===== src/rtl/res_evt_pkg.sv =====
// Package: shared constants and the event kind encoding for the
// threshold event generator. The source count is fixed at three; the kind
// code doubles as the fixed presentation priority (lower code first).
package res_evt_pkg;

    localparam int unsigned NSRC   = 3;
    localparam int unsigned KIND_W = 2;

    typedef enum logic [KIND_W-1:0] {
        EVK_TYPE  = 2'd0,
        EVK_TOTAL = 2'd1,
        EVK_POOL  = 2'd2
    } evt_kind_e;

endpackage


===== src/rtl/res_cross_det.sv =====
// Module: res_cross_det
// Detects, per source, the cycle in which an occupancy count first reaches
// its threshold (count >= threshold after being below it).
// Assumes counts and thresholds are unsigned and already synchronous to clk.
module res_cross_det #(
    parameter int unsigned NSRC  = 3,
    parameter int unsigned CNT_W = 8
) (
    input  logic                       clk,
    input  logic                       rst_n,
    input  logic [NSRC-1:0][CNT_W-1:0] occ,
    input  logic [NSRC-1:0][CNT_W-1:0] thr,
    output logic [NSRC-1:0]            rise
);

    for (genvar i = 0; i < NSRC; i++) begin : g_src
        logic hit;
        logic hit_q;

        // Level comparison of this source against its threshold.
        always_comb begin
            hit = (occ[i] >= thr[i]);
        end

        // Remember last cycle's level so only the rising crossing counts.
        always_ff @(posedge clk) begin
            if (!rst_n) begin
                hit_q <= 1'b0;
            end else begin
                hit_q <= hit;
            end
        end

        // Crossing pulse: at threshold now, below it last cycle.
        always_comb begin
            rise[i] = hit && !hit_q;
        end
    end

endmodule


===== src/rtl/res_arm_ctrl.sv =====
// Module: res_arm_ctrl
// Holds the per-source arm (enable) bits and the pending-event flags.
// A crossing is accepted only if the global switch and the source's arm bit
// are set; otherwise it is discarded. In limit mode an accepted crossing
// disarms its source, unless software writes the register in that cycle.
// Assumes take is one-hot or zero and only names pending sources.
module res_arm_ctrl #(
    parameter int unsigned NSRC = 3
) (
    input  logic            clk,
    input  logic            rst_n,
    input  logic            glb_on,
    input  logic            limit_on,
    input  logic [NSRC-1:0] rise,
    input  logic            sw_wr,
    input  logic [NSRC-1:0] sw_data,
    input  logic [NSRC-1:0] take,
    output logic [NSRC-1:0] arm_q,
    output logic [NSRC-1:0] pend_q
);

    logic [NSRC-1:0] accept;
    logic [NSRC-1:0] arm_d;
    logic [NSRC-1:0] pend_d;

    // Qualify crossings with the global switch and the per-source arm bits.
    always_comb begin
        accept = rise & arm_q & {NSRC{glb_on}};
    end

    // Next arm value: software write wins, else limit mode disarms accepted sources.
    always_comb begin
        if (sw_wr) begin
            arm_d = sw_data;
        end else if (limit_on) begin
            arm_d = arm_q & ~accept;
        end else begin
            arm_d = arm_q;
        end
    end

    // Next pending value: drop the source handed to the output, add new accepts.
    always_comb begin
        pend_d = (pend_q & ~take) | accept;
    end

    // State update for arm bits and pending flags.
    always_ff @(posedge clk) begin
        if (!rst_n) begin
            arm_q  <= '0;
            pend_q <= '0;
        end else begin
            arm_q  <= arm_d;
            pend_q <= pend_d;
        end
    end

endmodule


===== src/rtl/res_evt_arb.sv =====
// Module: res_evt_arb
// Fixed-priority selector and output register. Picks the lowest-index
// pending source whenever the output slot is empty or being accepted, so a
// presented event never changes while the downstream stalls.
// Assumes the consumer follows valid/ready: transfer when both are high.
module res_evt_arb
    import res_evt_pkg::*;
#(
    parameter int unsigned NSRC = 3
) (
    input  logic              clk,
    input  logic              rst_n,
    input  logic [NSRC-1:0]   pend,
    input  logic              ready,
    output logic [NSRC-1:0]   take,
    output logic              valid_q,
    output logic [KIND_W-1:0] kind_q
);

    logic              load;
    logic [KIND_W-1:0] sel;

    // Slot can be refilled when empty or when its event is being accepted.
    always_comb begin
        load = (|pend) && (!valid_q || ready);
    end

    // Lowest pending index wins; flag it as taken when loading.
    always_comb begin
        sel  = '0;
        take = '0;
        for (int i = NSRC - 1; i >= 0; i--) begin
            if (pend[i]) begin
                sel = KIND_W'(i);
            end
        end
        if (load) begin
            take[sel] = 1'b1;
        end
    end

    // Output slot: load a new event, or empty after a transfer with nothing waiting.
    always_ff @(posedge clk) begin
        if (!rst_n) begin
            valid_q <= 1'b0;
            kind_q  <= EVK_TYPE;
        end else if (load) begin
            valid_q <= 1'b1;
            kind_q  <= sel;
        end else if (ready) begin
            valid_q <= 1'b0;
        end
    end

endmodule


===== src/rtl/res_evt_gen.sv =====
// Module: res_evt_gen (top)
// Threshold event generator for a buffer pool. Three occupancy comparisons
// (type, total, pool) raise events on their rising crossing; events are
// gated globally and per source, optionally rate-limited to one per arm, and
// presented one at a time on a valid/ready handshake.
// Assumes occupancy counting and threshold programming happen outside.
module res_evt_gen
    import res_evt_pkg::*;
#(
    parameter int unsigned CNT_W = 8
) (
    input  logic              clk,
    input  logic              rst_n,
    input  logic              cfg_evt_on,
    input  logic              cfg_limit,
    input  logic [CNT_W-1:0]  occ_type,
    input  logic [CNT_W-1:0]  occ_total,
    input  logic [CNT_W-1:0]  occ_pool,
    input  logic [CNT_W-1:0]  thr_type,
    input  logic [CNT_W-1:0]  thr_total,
    input  logic [CNT_W-1:0]  thr_pool,
    input  logic              en_wr,
    input  logic [NSRC-1:0]   en_wdata,
    output logic [NSRC-1:0]   en_rd,
    output logic              evt_valid,
    output logic [KIND_W-1:0] evt_kind,
    input  logic              evt_ready
);

    logic [NSRC-1:0][CNT_W-1:0] occ_v;
    logic [NSRC-1:0][CNT_W-1:0] thr_v;
    logic [NSRC-1:0]            rise;
    logic [NSRC-1:0]            take;
    logic [NSRC-1:0]            pend;
    logic [NSRC-1:0]            arm;

    // Pack the per-source ports in priority order (type, total, pool).
    always_comb begin
        occ_v[EVK_TYPE]  = occ_type;
        occ_v[EVK_TOTAL] = occ_total;
        occ_v[EVK_POOL]  = occ_pool;
        thr_v[EVK_TYPE]  = thr_type;
        thr_v[EVK_TOTAL] = thr_total;
        thr_v[EVK_POOL]  = thr_pool;
    end

    res_cross_det #(
        .NSRC  (NSRC),
        .CNT_W (CNT_W)
    ) u_det (
        .clk   (clk),
        .rst_n (rst_n),
        .occ   (occ_v),
        .thr   (thr_v),
        .rise  (rise)
    );

    res_arm_ctrl #(
        .NSRC (NSRC)
    ) u_arm (
        .clk      (clk),
        .rst_n    (rst_n),
        .glb_on   (cfg_evt_on),
        .limit_on (cfg_limit),
        .rise     (rise),
        .sw_wr    (en_wr),
        .sw_data  (en_wdata),
        .take     (take),
        .arm_q    (arm),
        .pend_q   (pend)
    );

    res_evt_arb #(
        .NSRC (NSRC)
    ) u_arb (
        .clk     (clk),
        .rst_n   (rst_n),
        .pend    (pend),
        .ready   (evt_ready),
        .take    (take),
        .valid_q (evt_valid),
        .kind_q  (evt_kind)
    );

    // Enable register readback.
    always_comb begin
        en_rd = arm;
    end

endmodule


===== config.mk =====
export PLATFORM = sky130hd
export DESIGN_NAME = res_evt_gen
export DESIGN_NICKNAME = d
export VERILOG_FILES = /design/src/rtl/res_evt_pkg.sv /design/src/rtl/res_cross_det.sv /design/src/rtl/res_arm_ctrl.sv /design/src/rtl/res_evt_arb.sv /design/src/rtl/res_evt_gen.sv
export SDC_FILE = /design/constraint.sdc
export NUM_CORES = 1
export LEC_CHECK = 0
export ABC_AREA = 1
export BUFFER_PORTS_ARGS = -buffer_cell sky130_fd_sc_hd__buf_2
export CAP_MARGIN = 10
export CORE_UTILIZATION = 45
export CTS_CLUSTER_DIAMETER = 200
export DETAILED_ROUTE_END_ITERATION = 7
export PLACE_DENSITY = 0.87
export SYNTH_ARGS = -nofsm -noshare
export SYNTH_HDL_FRONTEND = slang
export SYNTH_SLANG_ARGS = --single-unit

===== constraint.sdc =====
create_clock -name clk -period 1.55 [get_ports clk]
set_input_delay 0.2325 -clock clk [delete_from_list [all_inputs] [get_ports clk]]
set_output_delay 0.2325 -clock clk [all_outputs]
set_load 0.02 [all_outputs]

==> results of run 1 <==
==> area by class of cell <==
type,instances,area (um2)
tap,30,37.5
clock buffer,3,22.5
multi-input combinational,118,751
timing repair buffer,62,310
sequential,12,240
inverter,46,173
fill,238,921
==> cells in the final DEF (no fill, tap or decap) <==
cell and instances:
o21ai_1 1, nand3_1 6, inv_1 39, o21a_1 2, nand3_2 1, a21oi_2 1, and3b_1 1, a21o_1 1
nor2_1 8, nand4_2 1, inv_2 5, buf_2 62, nand2_2 2, nand3b_1 1, dfxtp_1 12, nand2_1 46
nor2_4 2, nor3_1 1, clkinv_1 2, nor2_2 2, a21oi_1 18, clkbuf_4 3, ha_1 24
==> layer usage <==
layer,share of wire,global-route usage,wire [um],up-vias
li1,-,-,-,680
met1,0.43,0.177,866,494
met2,0.49,0.297,982,36
met3,0.074,0.0489,150,5
met4,0.0099,0.0526,20,0
met5,0,0,0,-
==> flip-flops by register name, summed over array words and instances (netlist names) <==
name	count
u_arb.valid_q	1
u_arm.pend_q	3
u_arm.arm_q	3
u_arb.kind_q	2
u_det.g_src.hit_q	3
==> final timing paths <==
path	cells past startpoint	end	slack, ns	start
hold / removal	3	u_det.g_src[2].hit_q	0.19	rst_n
setup / recovery	1	en_rd[0]	0.52	u_arm.arm_q[0]
hold reg to reg	2	u_arb.kind_q[0]	0.46	u_arb.kind_q[0]
setup reg to reg	6	u_arm.pend_q[2]	0.63	u_arb.valid_q
==> through the flow <==
step	area [um2]	hold WS [ns]
after CTS	1530	0.193
after floorplan	1160	0.330
after global placement	1510	0.447
final	1530	0.191
after global routing	1530	0.209
after detailed placement	1510	0.451
==> power groups by stage <==
stage          clock network (mW)  logic, mW  registers (mW)
6_report                    0.180      0.285           0.332
5_1_grt                     0.203      0.337           0.334
4_1_cts                     0.190      0.291           0.332
3_5_place_dp                    0      0.289           0.339
3_3_place_gp                    0      0.282           0.339
2_1_floorplan                   0      0.171           0.347
==> cells by family after synthesis <==
kind of cell               after synthesis  share of synthesized area
AOI/OAI and AO/OA                       23                      0.109
adders and majority gates               24                      0.258
buffers and inverters                   46                      0.148
DFF                                     12                      0.206
and+or+nand+nor                         71                      0.278
==> results.md, run 1 <==
- Port Buf Inserts: 62
- Worst slack, placed: 0.245 ns
- CTS resizes: 0
- Delay-heaviest family, CP: flip-flops
- Distinct cells, synth: 21
- CP peak stage delay: approximately 0.35 ns
- Mean Syn Cell Area: 6.61 um2
- N_diodes: 0
- H-tree levels: 1
- Post-route setup slack: 0.525 ns
- Buf+Inv Stages, Crit Path: 1
- Layout cells sized above 1: 0.328
- Fin. Hold Viols: 0
- Count leader, synth: nand2_1
- Slew at the pin closest to its max-slew limit: 0.316 ns
- Synth cell count leaders: nand2_1 (46), inv_1 (39), ha_1 (24)
- Area delta synth->final: 31.8%
- Max Freq: 0.975 GHz
- Leakage: 0.970 nW
- Maximum clock path buffer count: 2
- Primary FF master, synth: dfxtp_1
- Worst Path Arrival: 0.79 ns
- Die width: 52.9 um
- Num CTS Buffers: 3
- WL final: 2.02 mm
- EDFF count, synth: 0
- Initial core utilization: 0.474
- Syn Inst Count: 176
- Flop pwr share: 0.417
- Worst setup EP type: primary output
- Net switching fraction of the power: 0.306
- Hpwl dp: 1.88 mm
- Placer Congestion: 0.733
- Wire per inst: 7.45 um
- Asr flop ratio synth: 0
- Pwr dens: just over 500 nW/um2
- Antenna Violating Nets Remaining: 0
- Initial antenna violation count: 0
- Vias in the first global route: around 950
- Clk Latency, worst-skew pair: 0.27 ns
- Worst relative slew slack: 0.789
- Vias/cell: 4.48
- Initial drt markers: 6
- Switch Pwr: 0.244 mW
- Die area: 2790 um2
- Unrepaired setup endpoints after global routing: false
- Total track usage: 0.163
- Post-layout nets: 324
- Worst-path clk slew: approximately 0.06 ns
- Area leader, netlist: ha_1
- Seq/Total Area, Yosys: 0.206
- Max Transition Viols Final: 0
- Final Cycle Share: 0.662
- CTS tree: built
- Clk pwr share: 0.226
- Overall power: 0.797 mW
- Min Tclk post-route: 1.03 ns
- Pint: between 0.5 and 0.6 mW
- Mapped Area: 1160 um2
- Setup TNS: 0 ns
- Min-delay worst type: input port to flop
- Yosys top cell area share: 0.258
- Gr ovfl total: 0
- CP startpoint kind: flop
- Clock skew: 0.00313 ns
- Clock sink count: 12
- Total number of vias: 1215
- Synth top area cells: ha_1 (26%), dfxtp_1 (21%), nand2_1 (15%)
- Post CTS Setup Buffer Count: 0
- Peak VDD IR: 0.000459 V
- First-pass detailed-route iteration total: 4
- Post-route DRC: 0
- Syn_nets: 257
- Final setup violation count: 0
- Std-Cell Rows: 18
- Crit path kind: flop to primary output
- Final Non-Filler Cells: 271
- CP Cell Sequence: buf_2
- Core area: 2450 um2
- Post-synthesis sequential element count: 12
- Fin util: 0.625
- Ports: 63
- CP max stage cell: dfxtp_1
- First-pass GRT wire length: 3.39 mm
- Status: complete, no violations
- CTS Root Cell: clkbuf_4
- Largest net degree at the start of global routing: 11
- Crit-path max FO: 3
- DP Cell Count: between 200 and 300
- Max cap viols: 0
- Yosys warning total: 0
- Combinational share of power: 0.357
- Die Height: 52.9 um
- Data required, critical path: 1.32 ns
- Hold Buf Count CTS: 0
(Power assumes the default switching activity.)
==> inputs of run 2 (changes only) <==
- ABC_AREA: 1 -> 0
- CORE_UTILIZATION: 45 -> 44
- PLACE_DENSITY: 0.87 -> 0.86
- clock period: 1.55 -> 1 ns (I/O delays scaled with it)
==> run 2 against run 1 <==
  * The run now ends with negative setup slack left
  * Cell count decreased by 12%
  * Via count rose by 4.4%
  * Design area is 24% higher
  * Clock-buffer cell count grew 1
  * Clock power is 120% higher
  * Critical endpoint is now u_arm.pend_q[2]
  * Largest cell class unchanged
  * Highest routed layer unchanged
==> results.md, run 2 <==
- Status: finished with violations
- Violations in the final reports: negative setup slack
- Fin area: 1900 um2 (+24%)
- Post-layout nets: 293 (-9.6%)
- Syn Inst Count: 138 (-22%)
- Post-synthesis sequential element count: 12 (unchanged)
- Total number of vias: 1269 (+4.4%)
- Ports: 63 (unchanged)
- Vias in the first global route: 1311 (+38%)
- Die area: 2710 um2 (-3.1%)
- Delay-heaviest family, CP: compound AO/OA/AOI/OAI gates
- Peak VDD IR: 0.000763 V (+66%)
- Initial core utilization: 0.484 (+0.00978)
- Std-Cell Rows: 17 (-1)
- Gr ovfl total: 0 (unchanged)
- Distinct cells, synth: 30 (+43%)
- Clock skew: 0.00348 ns (+0.000348 ns)
- Post-route DRC: 0 (unchanged)
- Max Transition Viols Final: 0 (unchanged)
- Reg-to-reg startpoint: u_arb.valid_q
- RR Endpoint: u_arm.pend_q[2]
- Initial drt markers: 15 (+9)
- First-pass GRT wire length: 5.15 mm (+52%)
- Leakage: 0.939 nW (-3.1%)
- Unrepaired setup endpoints after global routing: true
- WL final: 3.17 mm (+57%)
- Fin. Hold Viols: 0 (unchanged)
- Asr flop ratio synth: 0 (unchanged)
- R2R depth: 3 (-3)
- Hold EP: u_arm.pend_q[1]
- Min-delay worst type: input port to flop
- CP max stage cell: o311a_1
- Worst Hold Path Cells: 3 (unchanged)
- H-tree levels: 1 (unchanged)
- Synth top area cells: ha_1 (27%), dfxtp_1 (22%), inv_1 (9.2%)
- Syn_nets: 219 (-15%)
- Num CTS Buffers: 3 (unchanged)
- Largest net degree at the start of global routing: 9 (-2)
- Seq/Total Area, Yosys: 0.218 (+0.0117)
- Post-route setup slack: -0.112 ns (-0.636 ns)
- R2r setup slk: -0.11 ns (-0.74 ns)
- Worst relative slew slack: 0.795 (+0.00602)
- Overall power: 1.65 mW (+110%)
- CTS Root Cell: clkbuf_4
- Wire per inst: 13.3 um (+78%)
- Slew at the pin closest to its max-slew limit: 0.305 ns (-0.0107 ns)
- First-pass detailed-route iteration total: 4 (unchanged)
- Placer Congestion: 0.748 (+2.1%)
- Clock sink count: 12 (unchanged)
- Maximum clock path buffer count: 2 (unchanged)
- Worst Path Arrival: 1.29 ns (+0.50 ns)
- Final Cycle Share: 1.11
- CP peak stage delay: 0.36 ns (about the same)
- CTS tree: built
- Final setup violation count: 5 (+5)
- Crit-path max FO: 6 (+3)
- Vias/cell: 5.31 (+18%)
- Most common cell after layout, fill and taps aside: buf_2
- Area delta synth->final: 72.6%
- Crit path kind: flop to flop
- N_diodes: 0 (unchanged)
- Die width: 52.0 um (-1.6%)
- Yosys top cell area share: 0.273 (+0.0147)
- Layout cells sized above 1: 0.583 (+0.255)
- Mapped Area: 1100 um2 (-5.4%)
- Worst-path clk slew: 0.08 ns (+0.02 ns)
- Antenna Violating Nets Remaining: 0 (unchanged)
- Fin util: 0.835 (+0.210)
- Pwr dens: 869 nW/um2 (+67%)
- Initial antenna violation count: 0 (unchanged)
- Core area: 2280 um2 (-7.3%)
- Buf+Inv Stages, Crit Path: 0 (-1)
- Mean Syn Cell Area: 7.98 um2 (+21%)
- Min Tclk post-route: 1.11 ns
- Max cap viols: 0 (unchanged)
- Max Freq: ~0.90 GHz
- Total track usage: 0.253 (+0.0902)
- Hold Buf Count CTS: 0 (unchanged)
- Synth cell count leaders: inv_1 (27), ha_1 (24), nor2_1 (14)
- Hold Crit Start: cfg_evt_on
- Yosys warning total: 0 (unchanged)
- CP Cell Sequence: nor2b_4, o311a_1, a41o_1
- Primary FF master, synth: dfxtp_1
- Clk Latency, worst-skew pair: 0.28 ns (about the same)
- Hpwl dp: 2.47 mm (+31%)
- Most frequent cells in the layout: buf_2 (50), inv_1 (15), ha_4 (12), ha_1 (12), nor2_1 (11)
- Area leader, netlist: ha_1
- Count leader, synth: inv_1
- Worst setup EP type: flop
- Regs by FF count: u_arm.arm_q (3), u_arm.pend_q (3), u_det.g_src.hit_q (3)
- Dpl cell area: 1710 um2 (+13%)
- EDFF count, synth: 0 (unchanged)
- Die Height: 52.0 um (-1.6%)
- Data required, critical path: 1.18 ns (-0.14 ns)
- CP startpoint kind: flop
- Port Buf Inserts: 62 (unchanged)
[run 2: cell count changes in the layout (fill, tap and decap cells not counted), sizes merged, moves of 3 or more]
cell,previous run,this run
nand2,48,8
inv,44,24
o21ai,1,13
a21oi,19,8
buf,62,70
a211oi,0,7
nand3,7,1
a41o,0,3
nand2b,0,3
[run 2: metal layers]
| layer | wire, um | share of wire | global-route usage | vias to the layer above |
|---|---|---|---|---|
| li1 | - | - | - | 630 |
| met2 | 1690 | 0.53 | 0.502 | 49 |
| met4 | 73 | 0.023 | 0.108 | 0 |
| met5 | 0 | 0 | 0 | - |
| met1 | 1250 | 0.39 | 0.253 | 580 |
| met3 | 158 | 0.050 | 0.0380 | 10 |
[run 2: worst min-delay path, delay by kind of cell]
family                 cells  cell delay, ns
AO/OA/AOI/OAI              1            0.05
buffers and inverters      1            0.12
AND/OR/NAND/NOR            1            0.09
[run 2: worst max path at each step]
stage | startpoint | endpoint | slack (ns) | cells after the start
final | u_arb.valid_q | u_arm.pend_q[2] | -0.11 | 3
after global routing | u_arb.valid_q | u_arm.pend_q[2] | -0.15 | 3
after CTS | occ_pool[0] | u_arm.pend_q[2] | -0.13 | 8
after detailed placement | occ_pool[0] | u_arm.pend_q[2] | -0.45 | 8
after global placement | occ_pool[0] | u_arm.pend_q[2] | -0.43 | 8
after floorplan | thr_pool[0] | u_arm.pend_q[2] | -0.26 | 6
[run 2: repair_timing]
action | 4_1_cts | 5_1_grt
setup endpoints to repair | 10 | 13
setup buffers | 1 | 1
hold endpoints to repair | 0 | 0
pin swaps | 18 | 18
gates resized for setup | 20 | 17
[run 2: cells by family (layout without fill, tap and decap cells)]
family / after synthesis / after routing / share of synthesized area
AOI/OAI and AO/OA: 40 / 40 / 0.268
and+or+nand+nor: 33 / 33 / 0.136
buffers and inverters: 28 / 101 / 0.0955
adders and majority gates: 24 / 24 / 0.273
DFF: 12 / 12 / 0.218
muxes: 1 / 1 / 0.00909
[run 2: where the power goes]
| group | switching [mW] | total [mW] | internal [mW] |
|---|---|---|---|
| logic | 0.340 | 0.730 | 0.391 |
| clock network | 0.183 | 0.404 | 0.222 |
| registers | 0.0145 | 0.517 | 0.503 |
[run 2: layout make-up]
cell class | count | area [um2]
clock buffer | 4 | 36.3
fill | 126 | 375
inverter | 27 | 124
multi-input combinational | 98 | 1020
sequential | 12 | 243
tap | 28 | 35.0
timing repair buffer | 70 | 445
[run 2: per-stage QoR]
stage	TNS, ns	setup slack, ns	instances	hold slack (ns)
6_report	-0.304	-0.112	239	0.180
5_1_grt	-0.663	-0.147	239	0.191
4_1_cts	-0.426	-0.131	238	0.186
3_5_place_dp	-3.19	-0.450	233	0.473
3_3_place_gp	-2.91	-0.428	233	0.444
2_1_floorplan	-1.12	-0.264	138	0.272
==> inputs of run 3 (changes only) <==
- clock period: 1 -> 1.1 ns (I/O delays scaled with it)
==> run 3 against run 2 <==
  * The run still ends with negative setup slack left
  * First-iteration DRC count increased by 13%
  * Non-clock buffer count decreased by 3
  * Wire length decreased by 12%
  * Die area stayed put
  * Critical path type unchanged
  * Largest power group unchanged
  * Highest routed layer is now met3
==> results.md, run 3 (synthesis results as in run 2) <==
- Max Freq: 0.886 GHz (-1.5%)
- Hold EP: u_arm.pend_q[1]
- WL final: 2.79 mm (-12%)
- Initial core utilization: 0.484 (unchanged)
- Layout cells sized above 1: 0.529 (-0.0541)
- DP Cell Count: 231 (-0.86%)
- Maximum clock path buffer count: 2 (unchanged)
- Min Tclk post-route: 1.13 ns (+0.0165 ns)
- Final Cycle Share: 1.03 (-0.0861)
- Wire per inst: 11.8 um (-11%)
- Clock sink count: 12 (unchanged)
- Clock skew: 0.000253 ns (-0.00323 ns)
- CTS Root Cell: clkbuf_4
- Slew at the pin closest to its max-slew limit: 0.300 ns (-0.00540 ns)
- Worst setup EP type: flop
- Hpwl dp: 2.38 mm (-3.6%)
- Port Buf Inserts: 62 (unchanged)
- Worst Path Arrival: 1.30 ns (about the same)
- Clk pwr share: 0.250 (+0.005)
- Combinational share of power: 0.417 (-0.025)
- Post-route setup slack: -0.0282 ns (+0.0835 ns)
- Status: finished with violations
- Worst-path clk slew: 0.07 ns (about the same)
- Fin. Hold Viols: 0 (unchanged)
- R2r setup slk: -0.03 ns (+0.08 ns)
- Post-route DRC: 0 (unchanged)
- Crit path kind: flop to flop
- Reg-to-reg startpoint: u_arb.valid_q
- Max cap viols: 0 (unchanged)
- Initial antenna violation count: 0 (unchanged)
- Switch Pwr: 0.439 mW (-18%)
- Fin util: 0.779 (-0.0561)
- Flop pwr share: 0.333 (+0.020)
- Largest net degree at the start of global routing: 9 (unchanged)
- Num CTS Buffers: 3 (unchanged)
- Die width: 52.0 um (unchanged)
- Data required, critical path: 1.27 ns (+0.09 ns)
- Clk Latency, worst-skew pair: 0.27 ns (about the same)
- Fin area: 1770 um2 (-6.7%)
- Leakage: 0.903 nW (-3.9%)
- Max Transition Viols Final: 0 (unchanged)
- Violations in the final reports: negative setup slack
- CTS tree: built
- Worst slack, placed: -0.380 ns (+0.0695 ns)
- Pwr dens: 793 nW/um2 (-8.7%)
- Core area: 2280 um2 (unchanged)
- Unrepaired setup endpoints after global routing: true
- Post-layout nets: 290 (-1.0%)
- Peak VDD IR: 0.000694 V (-9.0%)
- Total track usage: 0.222 (-0.0315)
- Most frequent cells in the layout: buf_2 (59), inv_1 (16), nor2_1 (13), ha_1 (13), dfxtp_1 (12)
- H-tree levels: 1 (unchanged)
- Crit-path max FO: 8 (+2)
- Vias/cell: 5.19 (-2.2%)
- First-pass GRT wire length: 4.57 mm (-11%)
- Hold Buf Count CTS: 0 (unchanged)
- Initial drt markers: 17 (+2)
- R2R depth: 3 (unchanged)
- Setup TNS: -0.0282 ns (+0.276 ns)
- Final setup violation count: 1 (-4)
- Overall power: 1.41 mW (-15%)
- Area delta synth->final: 61.0%
- N_diodes: 0 (unchanged)
- Die Height: 52.0 um (unchanged)
- First-pass detailed-route iteration total: 4 (unchanged)
- Total number of vias: 1226 (-3.4%)
- Pint: 0.967 mW (-13%)
- Gr ovfl total: 0 (unchanged)
- CP startpoint kind: flop
- Final hold slack: 0.206 ns (+0.0254 ns)
- Vias in the first global route: 1198 (-8.6%)
- Hold Crit Start: cfg_evt_on
- Placer Congestion: 0.758 (+1.2%)
- Most common cell after layout, fill and taps aside: buf_2
- Net switching fraction of the power: 0.312 (-0.0127)
- Std-Cell Rows: 17 (unchanged)
- Final Non-Filler Cells: 236 (-1.3%)
- Min-delay worst type: input port to flop
- Antenna Violating Nets Remaining: 0 (unchanged)
- RR Endpoint: u_arm.pend_q[2]
- Regs by FF count: u_arm.arm_q (3), u_arm.pend_q (3), u_det.g_src.hit_q (3)
- Die area: 2710 um2 (unchanged)
- Ports: 63 (unchanged)
- Dpl cell area: 1680 um2 (-1.8%)
- Worst Hold Path Cells: 3 (unchanged)
- Worst relative slew slack: 0.799 (+0.00406)
-- run 3: power by group through the flow --
stage | sequential (mW) | combinational, mW | clock, mW
floorplan | 0.490 | 0.316 | 0
global route | 0.470 | 0.654 | 0.373
detailed placement | 0.479 | 0.536 | 0
CTS | 0.468 | 0.550 | 0.358
global placement | 0.478 | 0.508 | 0
finish | 0.468 | 0.586 | 0.352
-- run 3: per-layer routing --
layer	share of wire	routed length [um]	vias to the layer above	track usage
met3	0.045	126	0	0.0497
met4	0	0	0	0.0450
met5	0	0	-	0
met1	0.40	1110	559	0.234
met2	0.56	1550	41	0.436
li1	-	-	626	-
-- run 3: repair_timing --
action,CTS,global route
endpoints found under the hold margin,0,0
pin swaps,4,6
buffers inserted,0,1
setup endpoints to repair,8,8
gates resized for setup,5,8
-- run 3: how the worst max path moves through the flow --
stage | start | endpoint | slack, ns | cells past startpoint
2_1_floorplan | thr_pool[0] | u_arm.pend_q[2] | -0.18 | 6
3_3_place_gp | occ_pool[0] | u_arm.pend_q[2] | -0.34 | 8
3_5_place_dp | occ_pool[0] | u_arm.pend_q[2] | -0.38 | 8
4_1_cts | u_arb.valid_q | u_arm.pend_q[2] | -0.03 | 3
5_1_grt | thr_pool[0] | u_arm.pend_q[2] | -0.06 | 7
6_report | u_arb.valid_q | u_arm.pend_q[2] | -0.03 | 3
-- run 3: critical path: stages (launching register included) --
cell	delay, ns
dfxtp_1	0.31
nor2b_2	0.19
o311a_1	0.32
a41o_1	0.21
-- run 3: area by class of cell --
type / instances / area [um2]
timing repair buffer: 67 / 363
sequential: 12 / 240
multi-input combinational: 98 / 977
tap: 28 / 35.0
clock buffer: 4 / 36.3
inverter: 27 / 121
fill: 174 / 503
